**src/rtl/hb_pkg.sv**
```systemverilog
package hb_pkg;

    typedef enum logic [1:0] {
        RATE_32K   = 2'd0,
        RATE_44K1  = 2'd1,
        RATE_48K   = 2'd2,
        RATE_48K_B = 2'd3
    } rate_e;

    // Each sample tick adds this many units to the accumulator.
    // A half-period target is ms * (ticks per 10 ms).
    localparam int unsigned HALF_STEP = 20;

    localparam int unsigned MAX_TICKS_10MS = 480;

    function automatic int unsigned ticks_per_10ms(input rate_e r);
        case (r)
            RATE_32K:  return 320;
            RATE_44K1: return 441;
            default:   return 480;
        endcase
    endfunction

endpackage

```
**src/rtl/hb_period_reg.sv**
```systemverilog
module hb_period_reg #(
    parameter int unsigned MAX_MS = 100,
    parameter int unsigned DEF_MS = 100,
    localparam int unsigned MS_W  = $clog2(MAX_MS + 1)
) (
    input  logic            clk,
    input  logic            rst_n,
    input  logic            wr,
    input  logic [MS_W-1:0] wdata,
    output logic [MS_W-1:0] ms_q,
    output logic            ms_zero
);

    typedef struct packed {
        logic [MS_W-1:0] ms;
    } reg_t;

    reg_t st_d, st_q;

    always_comb begin
        st_d = st_q;
        if (wr) begin
            if (32'(wdata) > MAX_MS) st_d.ms = MS_W'(MAX_MS);
            else                     st_d.ms = wdata;
        end
    end

    always_ff @(posedge clk) begin
        if (!rst_n) st_q <= '{ms: MS_W'(DEF_MS)};
        else        st_q <= st_d;
    end

    assign ms_q    = st_q.ms;
    assign ms_zero = (st_q.ms == '0);

endmodule

```
**src/rtl/hb_scale.sv**
```systemverilog
module hb_scale #(
    parameter int unsigned MS_W  = 7,
    parameter int unsigned TGT_W = 16
) (
    input  logic [MS_W-1:0]  ms,
    input  logic [1:0]       rate_sel,
    output logic [TGT_W-1:0] target
);
    import hb_pkg::*;

    logic [TGT_W-1:0] k;

    always_comb begin
        k      = TGT_W'(ticks_per_10ms(rate_e'(rate_sel)));
        target = TGT_W'(ms) * k;
    end

endmodule

```
**src/rtl/hb_phase_core.sv**
```systemverilog
module hb_phase_core #(
    parameter int unsigned TGT_W = 16,
    parameter int unsigned STEP  = 20
) (
    input  logic             clk,
    input  logic             rst_n,
    input  logic             tick,
    input  logic             active,
    input  logic             restart,
    input  logic             off,
    input  logic [TGT_W-1:0] target,
    output logic             low
);

    typedef struct packed {
        logic [TGT_W-1:0] acc;
        logic             low;
    } core_t;

    core_t st_d, st_q;
    logic [TGT_W:0] sum_d;

    always_comb begin
        st_d  = st_q;
        sum_d = {1'b0, st_q.acc} + (TGT_W + 1)'(STEP);
        if (restart || !active || off) begin
            st_d.acc = '0;
            st_d.low = 1'b0;
        end else if (tick) begin
            if (sum_d >= {1'b0, target}) begin
                st_d.acc = '0;
                st_d.low = ~st_q.low;
            end else begin
                st_d.acc = sum_d[TGT_W-1:0];
            end
        end
    end

    always_ff @(posedge clk) begin
        if (!rst_n) st_q <= '{acc: '0, low: 1'b0};
        else        st_q <= st_d;
    end

    assign low = st_q.low;

endmodule

```
**src/rtl/heartbeat_gen.sv**
```systemverilog
module heartbeat_gen #(
    parameter int unsigned MAX_MS = 100,
    parameter int unsigned DEF_MS = 100,
    localparam int unsigned MS_W  = $clog2(MAX_MS + 1),
    localparam int unsigned TGT_W = $clog2(MAX_MS * hb_pkg::MAX_TICKS_10MS + 1)
) (
    input  logic            clk,
    input  logic            rst_n,
    input  logic            period_wr,
    input  logic [MS_W-1:0] period_ms,
    input  logic [1:0]      rate_sel,
    input  logic            proc_active,
    input  logic            sample_tick,
    output logic            od_pull_low
);

    logic [MS_W-1:0]  ms_cur;
    logic             ms_off;
    logic [TGT_W-1:0] half_tgt;

    hb_period_reg #(.MAX_MS(MAX_MS), .DEF_MS(DEF_MS)) u_preg (
        .clk     (clk),
        .rst_n   (rst_n),
        .wr      (period_wr),
        .wdata   (period_ms),
        .ms_q    (ms_cur),
        .ms_zero (ms_off)
    );

    hb_scale #(.MS_W(MS_W), .TGT_W(TGT_W)) u_scale (
        .ms       (ms_cur),
        .rate_sel (rate_sel),
        .target   (half_tgt)
    );

    hb_phase_core #(.TGT_W(TGT_W), .STEP(hb_pkg::HALF_STEP)) u_core (
        .clk     (clk),
        .rst_n   (rst_n),
        .tick    (sample_tick),
        .active  (proc_active),
        .restart (period_wr),
        .off     (ms_off),
        .target  (half_tgt),
        .low     (od_pull_low)
    );

endmodule

```
**config.mk**
```make
export PLATFORM = sky130hd
export DESIGN_NAME = heartbeat_gen
export DESIGN_NICKNAME = d
export VERILOG_FILES = /design/src/rtl/hb_pkg.sv /design/src/rtl/hb_period_reg.sv /design/src/rtl/hb_scale.sv /design/src/rtl/hb_phase_core.sv /design/src/rtl/heartbeat_gen.sv
export SDC_FILE = /design/constraint.sdc
export NUM_CORES = 1
export LEC_CHECK = 0
export BUFFER_PORTS_ARGS = -buffer_cell sky130_fd_sc_hd__buf_2
export CAP_MARGIN = 20
export CELL_PAD_IN_SITES_DETAIL_PLACEMENT = 2
export CELL_PAD_IN_SITES_GLOBAL_PLACEMENT = 2
export CORE_MARGIN = 3
export CORE_UTILIZATION = 35
export CTS_CLUSTER_DIAMETER = 150
export DETAILED_ROUTE_END_ITERATION = 7
export PLACE_DENSITY_LB_ADDON = 0.1
export RECOVER_POWER = 100
export SYNTH_ARGS = -nofsm -noshare
export SYNTH_HDL_FRONTEND = slang
export SYNTH_SLANG_ARGS = --single-unit
```
**constraint.sdc**
```tcl
create_clock -name clk -period 6.6 [get_ports clk]
set_input_delay 0.99 -clock clk [delete_from_list [all_inputs] [get_ports clk]]
set_output_delay 0.99 -clock clk [all_outputs]
set_load 0.005 [all_outputs]
```
After elaboration in Yosys (flattened, before gate mapping) --
Index checks and enable logic that the tools add are counted.
Storage, ports and cells: bits in registers 24, output and inout bits 1, logic and storage cells 20, input port bits 14
Cells by class: multiplexer cells 3, reduce and logical (&&, ||, !) cells 7, equality and inequality tests 1, multiply operators 1, $add $sub $neg 1, magnitude comparators 2, bitwise logic cells 2
Operators with widths (count):
- 16-bit by 5-bit adder with 17-bit output (second input constant) | 1
- 17-bit by 16-bit >= comparator with 1-bit output | 1
- 7-bit by 9-bit multiplier with 16-bit output | 1
- 16-bit two-way mux | 1
- 8-bit case mux with 2 select lines | 1
- 7-bit > comparator (second input constant) | 1
- 7-bit logical NOT | 1
- 7-bit two-way mux | 1
- 2-bit by 1-bit == test with 1-bit output (second input constant) | 1
- 2-bit logical NOT | 1
- 1-bit logical OR | 2
- 1-bit NOT | 2
- 2-bit AND reduction | 1
- 2-bit OR reduction | 1
- 1-bit logical NOT | 1

Depth between registers and ports, before layout --
Gate-level depths: netlist (run 1).
depth after elaboration 5, depth in mapped cells 24, depth with buffers taken out 23

Hierarchy --
From an unflattened synthesis (run 1), not the netlist that was laid out.
Second synthesis, totals: cells, all modules 342, area, all modules 3017.9 µm²
Modules (own cells, without submodules):
- hb_scale | sequential area each 0.0 µm², times used 1, cells an instance 160, area an instance 1391.3 µm²
- hb_phase_core | sequential area each 300.3 µm², times used 1, cells an instance 149, area an instance 1297.5 µm²
- hb_period_reg | sequential area each 140.1 µm², times used 1, cells an instance 33, area an instance 329.1 µm²

Worst setup path before layout (run 1) --
Ideal clock, no wire load.
path type input port to flip-flop, start input rate_sel[1], end register u_core.st_q, in the netlist u_core.low, setup time 0.059 ns, data required time 6.541 ns, buffers on the path 0, stages on the path 20, arrival time 6.214 ns, slack 0.327 ns, path through and2b_2 -> and2_1 -> inv_2 -> fa_1 -> inv_1 -> ha_1 -> fa_1 -> fa_1 -> ha_1 -> o21a_1 -> a2111oi_1 -> nor3_1 -> a311o_1 -> ha_1 -> nand4_1 -> or2_2 -> o221ai_1 -> nor3b_2 -> or4_1 -> nand2_1
On the way: cells in the longest elaborated chain, start to end 5, elaborated cells between the ends (all ways) 6, classes of those cells mul: 1; order compare: 1; eq/ne: 1; mux: 1; reduce/logical: 2
RTL lines:
- start, declared | line heartbeat_gen.sv:11 | input logic [1:0] rate_sel,
- 2-bit by 1-bit == test with 1-bit output / 2-bit logical NOT (equally long branches) | line hb_pkg.sv:17 | case (r)
- 8-bit case mux with 2 select lines * | line hb_pkg.sv:17
- 7-bit by 9-bit multiplier with 16-bit output * | line hb_scale.sv:15 | target = TGT_W'(ms) * k;
- 17-bit by 16-bit >= comparator with 1-bit output * | line hb_phase_core.sv:30 | if (sum_d >= {1'b0, target}) begin
- 2-bit AND reduction (no line) *
- end signal, assigned | line hb_phase_core.sv:40 | if (!rst_n) st_q <= '{acc: '0, low: 1'b0};
- end signal, assigned | line hb_phase_core.sv:41 | else st_q <= st_d;
- end, declared | line hb_phase_core.sv:20 | core_t st_d, st_q;
Every way passes the cells marked *; elsewhere a longest branch is shown, timed or not. A chain may end at the register's enable or synchronous reset.

Final worst setup path (run 1) --
Same ends and word-level chain as after synthesis.

==> results of run 1 <==
repair_timing:
action	in CTS	in global routing
hold endpoints to repair	0	0
pin swaps	1	15
gates cloned	0	1
buffers inserted	1	5
hold buffers	0	0
resized for setup	6	35
endpoints found under the setup margin	5	15
layer usage:
metal  vias to the layer above  track usage [%]  wire length [µm]
li1                       1328                -                 -
met4                         0             3.62               110
met2                        31             30.3              5120
met3                         8             1.57               177
met1                      1407             26.6              4670
met5                         -                0                 0
path summary, 6_finish.rpt:
path / to / slack, ns / depth (start not counted)
worst max register to register: u_core.low$_SDFFE_PP0P_ / 0.46 / 23
worst max-delay path: u_core.low$_SDFFE_PP0P_ / 0.11 / 23
worst min-delay path: u_core.st_q[4]$_SDFFE_PP0P_ / 0.51 / 2
worst min register to register: u_core.st_q[4]$_SDFFE_PP0P_ / 0.51 / 2
area by class of cell:
cell class | count | area (µm²) | area share, %
Tap cell | 102 | 128 | 3.48
Timing Repair Buffer | 47 | 364 | 9.92
Clock inverter | 1 | 30.0 | 0.818
Inverter | 43 | 164 | 4.46
Clock buffer | 3 | 41.3 | 1.12
Sequential cell | 22 | 440 | 12.0
Multi-Input combinational cell | 283 | 2500 | 68.2
worst max-delay path: stages:
cell and delay (ns):
buf_4 0.13, buf_12 0.12, nor2_1 0.36, nor2_1 0.14, ha_1 0.31, inv_1 0.06
fa_1 0.56, inv_1 0.06, fa_1 0.47, ha_1 0.31, ha_1 0.32, or2_2 0.30
a21oi_2 0.26, nor3_4 0.08, a311o_1 0.43, ha_4 0.30, nand4_1 0.15, nor4_4 0.34
o41a_1 0.30, nor3b_4 0.09, buf_12 0.15, or4_4 0.41, nand2_2 0.07
cells in the mapped netlist (all sizes together), types with 2 or more instances:
library cell	count	area [µm²]
nor2b	6	37.5
nor3	7	35.0
o211ai	2	15.0
or2	3	18.8
clkbuf	8	30.0
nand4b	2	17.5
o21a	2	15.0
dfxtp	22	440
nand4	8	50.1
xnor2	12	105
ha	50	626
o21ai	9	45.0
nor4	3	18.8
nand3	31	155
o311ai	2	25.0
a21o	4	30.0
nand2b	3	18.8
fa	21	420
a211oi	2	15.0
buf	5	27.5
nor2	23	86.3
xor2	10	87.6
inv	43	161
a21oi	22	110
mux2i	2	20.0
and3	4	25.0
a22o	2	17.5
or4	2	15.0
nand2	28	105
and2	5	31.3
where the power goes:
group | switching (mW) | leakage [nW] | internal (mW) | total, mW
combinational | 0.279 | 1.54 | 0.228 | 0.508
sequential | 0.00569 | 0.179 | 0.135 | 0.141
clock | 0.0576 | 0.0357 | 0.0814 | 0.139
state kept, by name (all words and copies together) (netlist names):
| signal | count |
|---|---|
| u_core.low | 1 |
| u_core.st_q | 14 |
| u_preg.ms_q | 7 |
kinds of logic after synthesis:
family | Yosys count
DFF | 22
AOI/OAI and AO/OA | 59
adders and majority gates | 71
and+or+nand+nor | 129
muxes | 2
xor gates and xnor gates | 22
buffers and inverters | 56
per-stage QoR:
step	total power [mW]	util, %	TNS, ns	setup slack [ns]
after floorplan	0.431	-	0	0.327
after global placement	0.547	41.7	-2.01	-0.359
after detailed placement	0.565	41.7	-2.60	-0.351
after CTS	0.719	43.1	0	0.00487
after global routing	0.865	46.1	-0.502	-0.112
final	0.788	46.1	0	0.106
==> metrics.txt, run 1 <==
Post-Route WL=between 10000 and 15000 µm; Synth Net Count=about 450; area share of xor/xnor cells in the synthesized design=under 10%; Post-synth EDFFs=0; total global-route track usage=18.5%; final-report max-slew violation count=0; vias post-DR=roughly 2800; placed cell count=~500; Tmin final=between 6 and 7 ns; Longest Clk Path Bufs=2; type of the worst setup path=input pin to flip-flop; share of post-route cells with drive strength above 1=a little over a fifth; cell area after placement=between 3000 and 4000 µm²; most common cell after layout, fill and taps aside=ha_1; highest-count cells in the layout ignoring fill and taps=ha_1 (45), inv_1 (38), buf_4 (32), nand3_1 (30), nand2_1 (25); async set-or-reset flop fraction in the synthesized netlist=0%; maximum number of pins on one net before global-route repair=23; buffer type at the clock tree root=clkbuf_8; Worst slew margin=51.5%; Die Y-Extent=98.0 µm; final period utilization=a little over nine tenths; DP Wirelength=between 6000 and 7000 µm; number of placement rows=32; predominant post-synthesis flop cell=dfxtp_1; die width=~100 µm; final-layout fill cell count=between 800 and 900; highest fanout seen on the critical path=7; Vias per Instance=5.54; number of top-level pins=15; number of clock buffers inserted by TritonCTS=3; Hold Violations, Final=0; Ys Warns=0; Tightest Pin Transition=slightly above 0.7 ns; critical path required time=6.83 ns; number of levels the H-tree was split into=1; number of diodes added for antenna fixing=0; clock tree sinks=22; Worst Clk Skew=between 0.01 and 0.015 ns; number of buffer cells added on primary ports=14; static leakage power=between 1.5 and 2 nW; highest clock frequency the design can meet=~150 MHz; max-capacitance violation count=0; standard cell core area=between 7000 and 8000 µm²; synthesized area per cell=8.21 µm²; startpoint of the most critical setup path=rate_sel[1]; routed wire length per instance=20.1 µm; Detail Route Antenna Nets=0; clock-pin slew reported for the worst setup and hold paths after clock tree synthesis=approximately 0.09 ns; multiplexer area fraction after synthesis=0.675%; vias in the first global route=about 2900; r2r startpoint=u_preg.ms_q[3]$_SDFFE_PN0P_; routability congestion estimate=~0.76; relative area change from synthesis to final layout=23.8%; leftover overflow at the end of global routing=0; number of distinct library cells after synthesis=53; outcome=finished, final reports clean; Cell Count, Final, Fillers Out=501; Synth Register Bits=22; Die Outline Area=between 9000 and 10000 µm²; number of antenna violations at the first check in global routing=0; total number of nets in the final design=about 490; post-synthesis share of cell area spent on full adders, half adders and majority gates=a little over a third; first-pass detailed-route iteration total=4; DRC viols=0; Gate Count Post-Synth=between 300 and 400; data arrival time at the worst-slack endpoint=6.72 ns; hold wc startpoint=u_core.st_q[4]$_SDFFE_PP0P_; category of the worst setup path launch point=input pin; wire length of the first global-routing pass=about 15000 µm; total setup violations reported at the end of the flow=0; post-route standard cell area excluding fillers=3670 µm²; Initial Util=a little under two fifths; post-synthesis share of cell area spent on and, or, nand and nor gates=22.0%; Crit. End Element=flip-flop; clock tree from TritonCTS=done; clk_lat worst skew=around 0.29 ns; number of DRC markers after the initial detailed-route iteration=about 100; Max VDD drop=roughly 0.12 mV; combinational family with the most area after synthesis=adder cells; synthesized-area fraction occupied by ao, oa, aoi and oai cells=a little over an eighth; Hold WC Path Type=flip-flop to flip-flop; tightest hold margin=~0.51 ns; share of synthesized area occupied by flip-flops and latches=approximately 15%; Mapped Area=about 3000 µm²; power per standard cell area=between 200 and 250 nW/µm²
Power figures use the tool's default switching activity.
==> inputs of run 2 (changes only) <==
Settings changed: SETUP_SLACK_MARGIN set to 0.2.
==> run 2 against run 1 <==
Sequential cell count unchanged. Utilization is 3.2 points higher. Clock skew down 0.0043 ns. Sequential power is essentially flat. Critical path type unchanged. Largest power group unchanged.
==> metrics.txt, run 2 (synthesis gave the netlist of run 1 again) <==
outcome=finished, final reports clean; clock tree from TritonCTS=done; Initial Util=37.2% (unchanged); max-capacitance violation count=0 (unchanged); number of top-level pins=15 (unchanged); most common cell after layout, fill and taps aside=ha_1; fraction of power consumed by the clock network=16.3% (-1.3 points); DRC viols=0 (unchanged); Vias per Instance=5.67 (+2.4%); type of the worst setup path=input pin to flip-flop; total global-route track usage=18.6% (+0.11 points); clock tree sinks=22 (unchanged); routing usage on met2=30.2% (-0.052 points); Crit. End Element=flip-flop; Die Outline Area=9610 µm² (unchanged); number of DRC markers after the initial detailed-route iteration=109 (+5.8%); clk_lat worst skew=0.29 ns (about the same); total number of nets in the final design=494 (+1.9%); sequential power share=16.4% (-1.5 points); maximum number of pins on one net before global-route repair=23 (unchanged); dominant delay contributor by cell family on the critical path=adder cells; static leakage power=1.85 nW (+5.0%); share of power burned in combinational logic=67.3% (+2.9 points); final period utilization=98.9% (+0.47 points); vias post-DR=2893 (+4.3%); wire length of the first global-routing pass=14700 µm (+0.33%); Tmin final=6.52 ns (+0.0312 ns); number of antenna violations at the first check in global routing=0 (unchanged); final-layout fill cell count=866 (-1.8%); power per standard cell area=219 nW/µm² (+2.1%); Largest Register=u_core.st_q; final cell utilization of the core=49.3% (+3.2 points); buffers and inverters on the worst path=7 (+2); final-report max-slew violation count=0 (unchanged); critical path required time=6.82 ns (about the same); relative area change from synthesis to final layout=32.5%; share of post-route cells with drive strength above 1=28.7% (+7.9 points); highest-delay cell along the critical path=fa_1; cell type with the highest occurrence count on the critical path=fa_1; longest individual stage delay on the worst path=0.57 ns (about the same); clock-pin slew reported for the worst setup and hold paths after clock tree synthesis=0.10 ns (about the same); setup repair after global routing missed its margin=true; routed wire length per instance=23.3 µm (+16%); number of placement rows=32 (unchanged); area used by multi-input combinational logic=2620 µm² (+4.7%); total setup violations reported at the end of the flow=0 (unchanged); flip-flop count of the largest register, all copies and words added=14 (unchanged); Longest Clk Path Bufs=2 (unchanged); buffer type at the clock tree root=clkbuf_8; Tightest Pin Transition=0.771 ns (+0.0439 ns); total area of sequential cells=440 µm² (unchanged); Worst Clk Skew=0.00826 ns (-0.00427 ns); Post-Route WL=11900 µm (+18%); Max VDD drop=0.132 mV (+6.9%); highest fanout seen on the critical path=5 (-2); switching component of the power=0.378 mW (+10%); Hold WC Path Type=flip-flop to flip-flop; number of clock buffers inserted by TritonCTS=3 (unchanged); most crowded layer after global routing=met2; cell-internal power=0.482 mW (+8.2%); Worst slew margin=48.6% (-2.9 points); die width=98.0 µm (unchanged); first-pass detailed-route iteration total=4 (unchanged); overall power of the completed layout=0.860 mW (+9.2%); Hold Violations, Final=0 (unchanged); Detail Route Antenna Nets=0 (unchanged); number of diodes added for antenna fixing=0 (unchanged); data arrival time at the worst-slack endpoint=6.75 ns (+0.03 ns); number of levels the H-tree was split into=1 (unchanged); vias in the first global route=2934 (-0.17%); met1 Track Usage GR=26.8% (+0.23 points); DP Wirelength=6970 µm (unchanged); routability congestion estimate=0.757 (unchanged); leftover overflow at the end of global routing=0 (unchanged); number of buffer cells added on primary ports=14 (unchanged); highest clock frequency the design can meet=153 MHz (-0.48%); Die Y-Extent=98.0 µm (unchanged); standard cell core area=7970 µm² (unchanged); global-route track usage on met3=1.79% (+0.21 points); highest-count cells in the layout ignoring fill and taps=ha_1 (45), inv_1 (34), buf_4 (32), nand2_1 (26); Post-CTS Hold Buffers=0 (unchanged); category of the worst setup path launch point=input pin; switching power as a share of total power=44.0% (+0.50 points)
==> run 2: per-stage QoR <==
stage	std cells	setup WS (ns)	TNS [ns]	hold WS, ns	area (µm²)
2_1_floorplan	361	0.327	0	0.458	2960
3_3_place_gp	490	-0.359	-2.01	0.467	3320
4_1_cts	497	0.203	0	0.501	3520
3_5_place_dp	490	-0.351	-2.60	0.484	3320
5_1_grt	510	-0.120	-0.360	0.540	3930
6_report	510	0.0750	0	0.499	3930
==> run 2: timing repair <==
action / in CTS / in global routing
endpoints found under the hold margin: 0 / 0
setup buffers: 3 / 10
setup endpoints to repair: 15 / 15
gates resized for setup: 18 / 65
cloned: 0 / 3
pin swaps: 9 / 38
==> run 2: power groups by stage <==
| stage | Sequential (mW) | Clock (mW) | Combinational (mW) |
|---|---|---|---|
| after global placement | 0.144 | 0 | 0.403 |
| final | 0.141 | 0.140 | 0.579 |
| after floorplan | 0.141 | 0 | 0.290 |
| after detailed placement | 0.144 | 0 | 0.421 |
| after CTS | 0.141 | 0.142 | 0.468 |
| after global routing | 0.142 | 0.147 | 0.637 |
==> run 2: worst reg2reg max path, delay by kind of cell, from the launching register on <==
family	cells	cell delay [ns]
adder cells (fa/ha/maj)	6	2.36
AO/OA/AOI/OAI	6	1.10
AND/OR/NAND/NOR	5	1.03
buffers and inverters	5	0.79
flip-flops	1	0.57
XOR/XNOR	1	0.16
==> run 2: path summary, 6_finish.rpt <==
kind	to	startpoint	slack, ns	cells past startpoint
worst min-delay path	u_core.low$_SDFFE_PP0P_	u_core.low$_SDFFE_PP0P_	0.50	2
worst max register to register	u_core.st_q[7]$_SDFFE_PP0P_	u_preg.ms_q[2]$_SDFFE_PN1P_	0.52	23
worst min register to register	u_core.low$_SDFFE_PP0P_	u_core.low$_SDFFE_PP0P_	0.50	2
worst max-delay path	u_core.st_q[7]$_SDFFE_PP0P_	rate_sel[1]	0.08	26
==> run 2: layout make-up <==
cell class                      count  area share, %
Clock buffer                        3           1.05
Clock inverter                      1          0.765
Inverter                           43           4.17
Multi-Input combinational cell    283           66.8
Sequential cell                    22           11.2
Tap cell                          102           3.25
Timing Repair Buffer               56           12.7
==> run 2: layer usage <==
| layer | up-vias | part of all wire (%) |
|---|---|---|
| met5 | - | 0 |
| met4 | 0 | 2.3 |
| met3 | 24 | 2.9 |
| met2 | 54 | 52 |
| met1 | 1470 | 42 |
| li1 | 1345 | - |
==> inputs of run 3 (changes only) <==
Settings changed: BUFFER_PORTS_ARGS -buffer_cell sky130_fd_sc_hd__buf_2 to not set, CORE_UTILIZATION 35 to 36, DONT_BUFFER_PORTS set to 1, SLEW_MARGIN set to 25.
==> run 3 against run 2 <==
Clock power is essentially flat. Critical path type unchanged. Via count shrank 8.1%. Sequential power is essentially flat. Largest cell class unchanged. Total power shrank 10%. Final area shrank 13%. Fmax grew 3.1%. Cell count shrank 7.1%. Register-to-register slack is essentially flat. Combinational power shrank 16%.
==> metrics.txt, run 3 (synthesis gave the netlist of run 1 again) <==
outcome=finished, final reports clean; total setup violations reported at the end of the flow=0 (unchanged); least setup slack across all paths after layout=0.271 ns (+0.196 ns); clock tree from TritonCTS=done; Max VDD drop=0.172 mV (+30%); number of antenna violations at the first check in global routing=0 (unchanged); leftover overflow at the end of global routing=0 (unchanged); number of placement rows=32 (unchanged); maximum number of pins on one net before global-route repair=23 (unchanged); type of the worst setup path=input pin to flip-flop; cell type with the highest occurrence count on the critical path=fa_1; Hold WC Path Type=flip-flop to flip-flop; Post-CTS Hold Buffers=0 (unchanged); vias post-DR=2660 (-8.1%); Tightest Pin Transition=0.759 ns (-0.0115 ns); Crit. End Element=flip-flop; clock-pin slew reported for the worst setup and hold paths after clock tree synthesis=0.10 ns (about the same); total number of nets in the final design=458 (-7.3%); Worst Clk Skew=0.00625 ns (-0.00202 ns); category of the worst setup path launch point=input pin; final sum of negative setup slack=0 ns (unchanged); routed wire length per instance=20.7 µm (-11%); flip-flop count of the largest register, all copies and words added=14 (unchanged); clock tree sinks=22 (unchanged); share of post-route cells with drive strength above 1=13.2% (-16 points); buffer type at the clock tree root=clkbuf_8; DP Wirelength=7160 µm (+2.7%); final-layout fill cell count=881 (+1.7%); number of levels the H-tree was split into=1 (unchanged); Post-Route WL=9820 µm (-17%); Worst slew margin=49.4% (+0.77 points); highest fanout seen on the critical path=7 (+2); Largest Register=u_core.st_q; highest-delay cell along the critical path=fa_1; Die Y-Extent=96.7 µm (-1.3%); power per standard cell area=224 nW/µm² (+2.4%); critical path required time=6.83 ns (about the same); highest-count cells in the layout ignoring fill and taps=ha_1 (45), inv_1 (39), nand3_1 (30), nand2_1 (27); DRC viols=0 (unchanged); routability congestion estimate=0.767 (+1.4%); clk_lat worst skew=0.29 ns (about the same); highest clock frequency the design can meet=158 MHz (+3.1%); max-capacitance violation count=0 (unchanged); number of clock buffers inserted by TritonCTS=3 (unchanged); Cell Chain, Critical Path=nand2b_2 -> buf_4 -> nand2_1 -> fa_1 -> fa_1 -> inv_1 -> fa_1 -> ha_1 -> ha_2 -> or2_2 -> a21oi_4 -> nor3_4 -> nor4_1 -> a311o_1 -> ha_4 -> nand4_1 -> nor4_1 -> o41a_1 -> nor3b_2 -> buf_6 -> or4_1 -> nand2_1; Initial Util=37.8% (+0.57 points); number of diodes added for antenna fixing=0 (unchanged); final-report max-slew violation count=0 (unchanged); Longest Clk Path Bufs=2 (unchanged); die width=96.7 µm (-1.3%); Die Outline Area=9360 µm² (-2.6%); number of buffer cells added on primary ports=0 (-14); Detail Route Antenna Nets=0 (unchanged); relative area change from synthesis to final layout=15.9%; Vias per Instance=5.61 (-1.1%); longest individual stage delay on the worst path=0.52 ns (-0.05 ns); total global-route track usage=20.7% (+2.1 points); number of top-level pins=15 (unchanged); data arrival time at the worst-slack endpoint=6.56 ns (-0.19 ns); Hold Violations, Final=0 (unchanged); static leakage power=1.60 nW (-13%); most common cell after layout, fill and taps aside=ha_1; Setup Slack @ Placement=-0.287 ns (+0.0638 ns); first-pass detailed-route iteration total=4 (unchanged); Tmin final=6.33 ns (-0.196 ns); vias in the first global route=2972 (+1.3%); number of DRC markers after the initial detailed-route iteration=106 (-2.8%); standard cell core area=7850 µm² (-1.5%); wire length of the first global-routing pass=15600 µm (+6.1%); final period utilization=95.9% (-3.0 points)
==> run 3: cell types whose count changed in the layout (fill, tap and decap cells not counted), sizes merged <==
cell    delta
clkbuf     -2
buf       -34
==> run 3: report_power, final <==
part	switching [mW]	internal [mW]	total (mW)
logic	0.276	0.212	0.489
clock network	0.0594	0.0814	0.141
registers	0.00521	0.135	0.141
==> run 3: cell type report <==
| cell class | instances | area (µm²) | share of cell area, % |
|---|---|---|---|
| Tap cell | 102 | 128 | 3.72 |
| Multi-Input combinational cell | 283 | 2470 | 72.0 |
| Clock inverter | 1 | 30.0 | 0.874 |
| Clock buffer | 3 | 41.3 | 1.20 |
| Timing Repair Buffer | 20 | 158 | 4.59 |
| Sequential cell | 22 | 440 | 12.8 |
| Inverter | 43 | 164 | 4.77 |
==> run 3: worst paths after layout <==
check | start | end | slack (ns) | cells past startpoint
min | u_core.st_q[4]$_SDFFE_PP0P_ | u_core.st_q[4]$_SDFFE_PP0P_ | 0.51 | 2
max | rate_sel[1] | u_core.low$_SDFFE_PP0P_ | 0.27 | 22
max reg2reg | u_preg.ms_q[3]$_SDFFE_PN0P_ | u_core.low$_SDFFE_PP0P_ | 0.52 | 24
min reg2reg | u_core.st_q[4]$_SDFFE_PP0P_ | u_core.st_q[4]$_SDFFE_PP0P_ | 0.51 | 2
==> run 3: what timing repair did <==
action,CTS,global route
resized for setup,11,28
endpoints found under the hold margin,0,0
setup endpoints to repair,15,15
gates cloned,0,1
buffers inserted,1,5
pin swaps,4,19
==> run 3: worst max-delay path: cells and delay by family <==
kind | cells | cell delay (ns)
AO/OA/AOI/OAI | 3 | 0.78
adder cells (fa/ha/maj) | 6 | 2.34
buffers and inverters | 3 | 0.38
AND/OR/NAND/NOR | 10 | 2.05
==> run 3: routing by layer <==
layer,part of all wire (%),up-vias,global-route usage (%),wire length (µm)
met5,0,-,0,0
li1,-,1275,-,-
met1,45,1347,27.3,4410
met3,2.0,13,2.16,200
met4,1.9,0,6.16,187
met2,51,25,35.5,5020
==> run 3: through the flow <==
step / area (µm²) / power (mW) / cells / hold WS, ns / utilization [%]
finish: 3430 / 0.770 / 474 / 0.512 / 43.8
global route: 3430 / 0.840 / 474 / 0.547 / 43.8
CTS: 3270 / 0.711 / 468 / 0.509 / 41.7
detailed placement: 3130 / 0.538 / 463 / 0.492 / 39.9
global placement: 3130 / 0.511 / 463 / 0.474 / 39.9
floorplan: 2960 / 0.431 / 361 / 0.458 / -
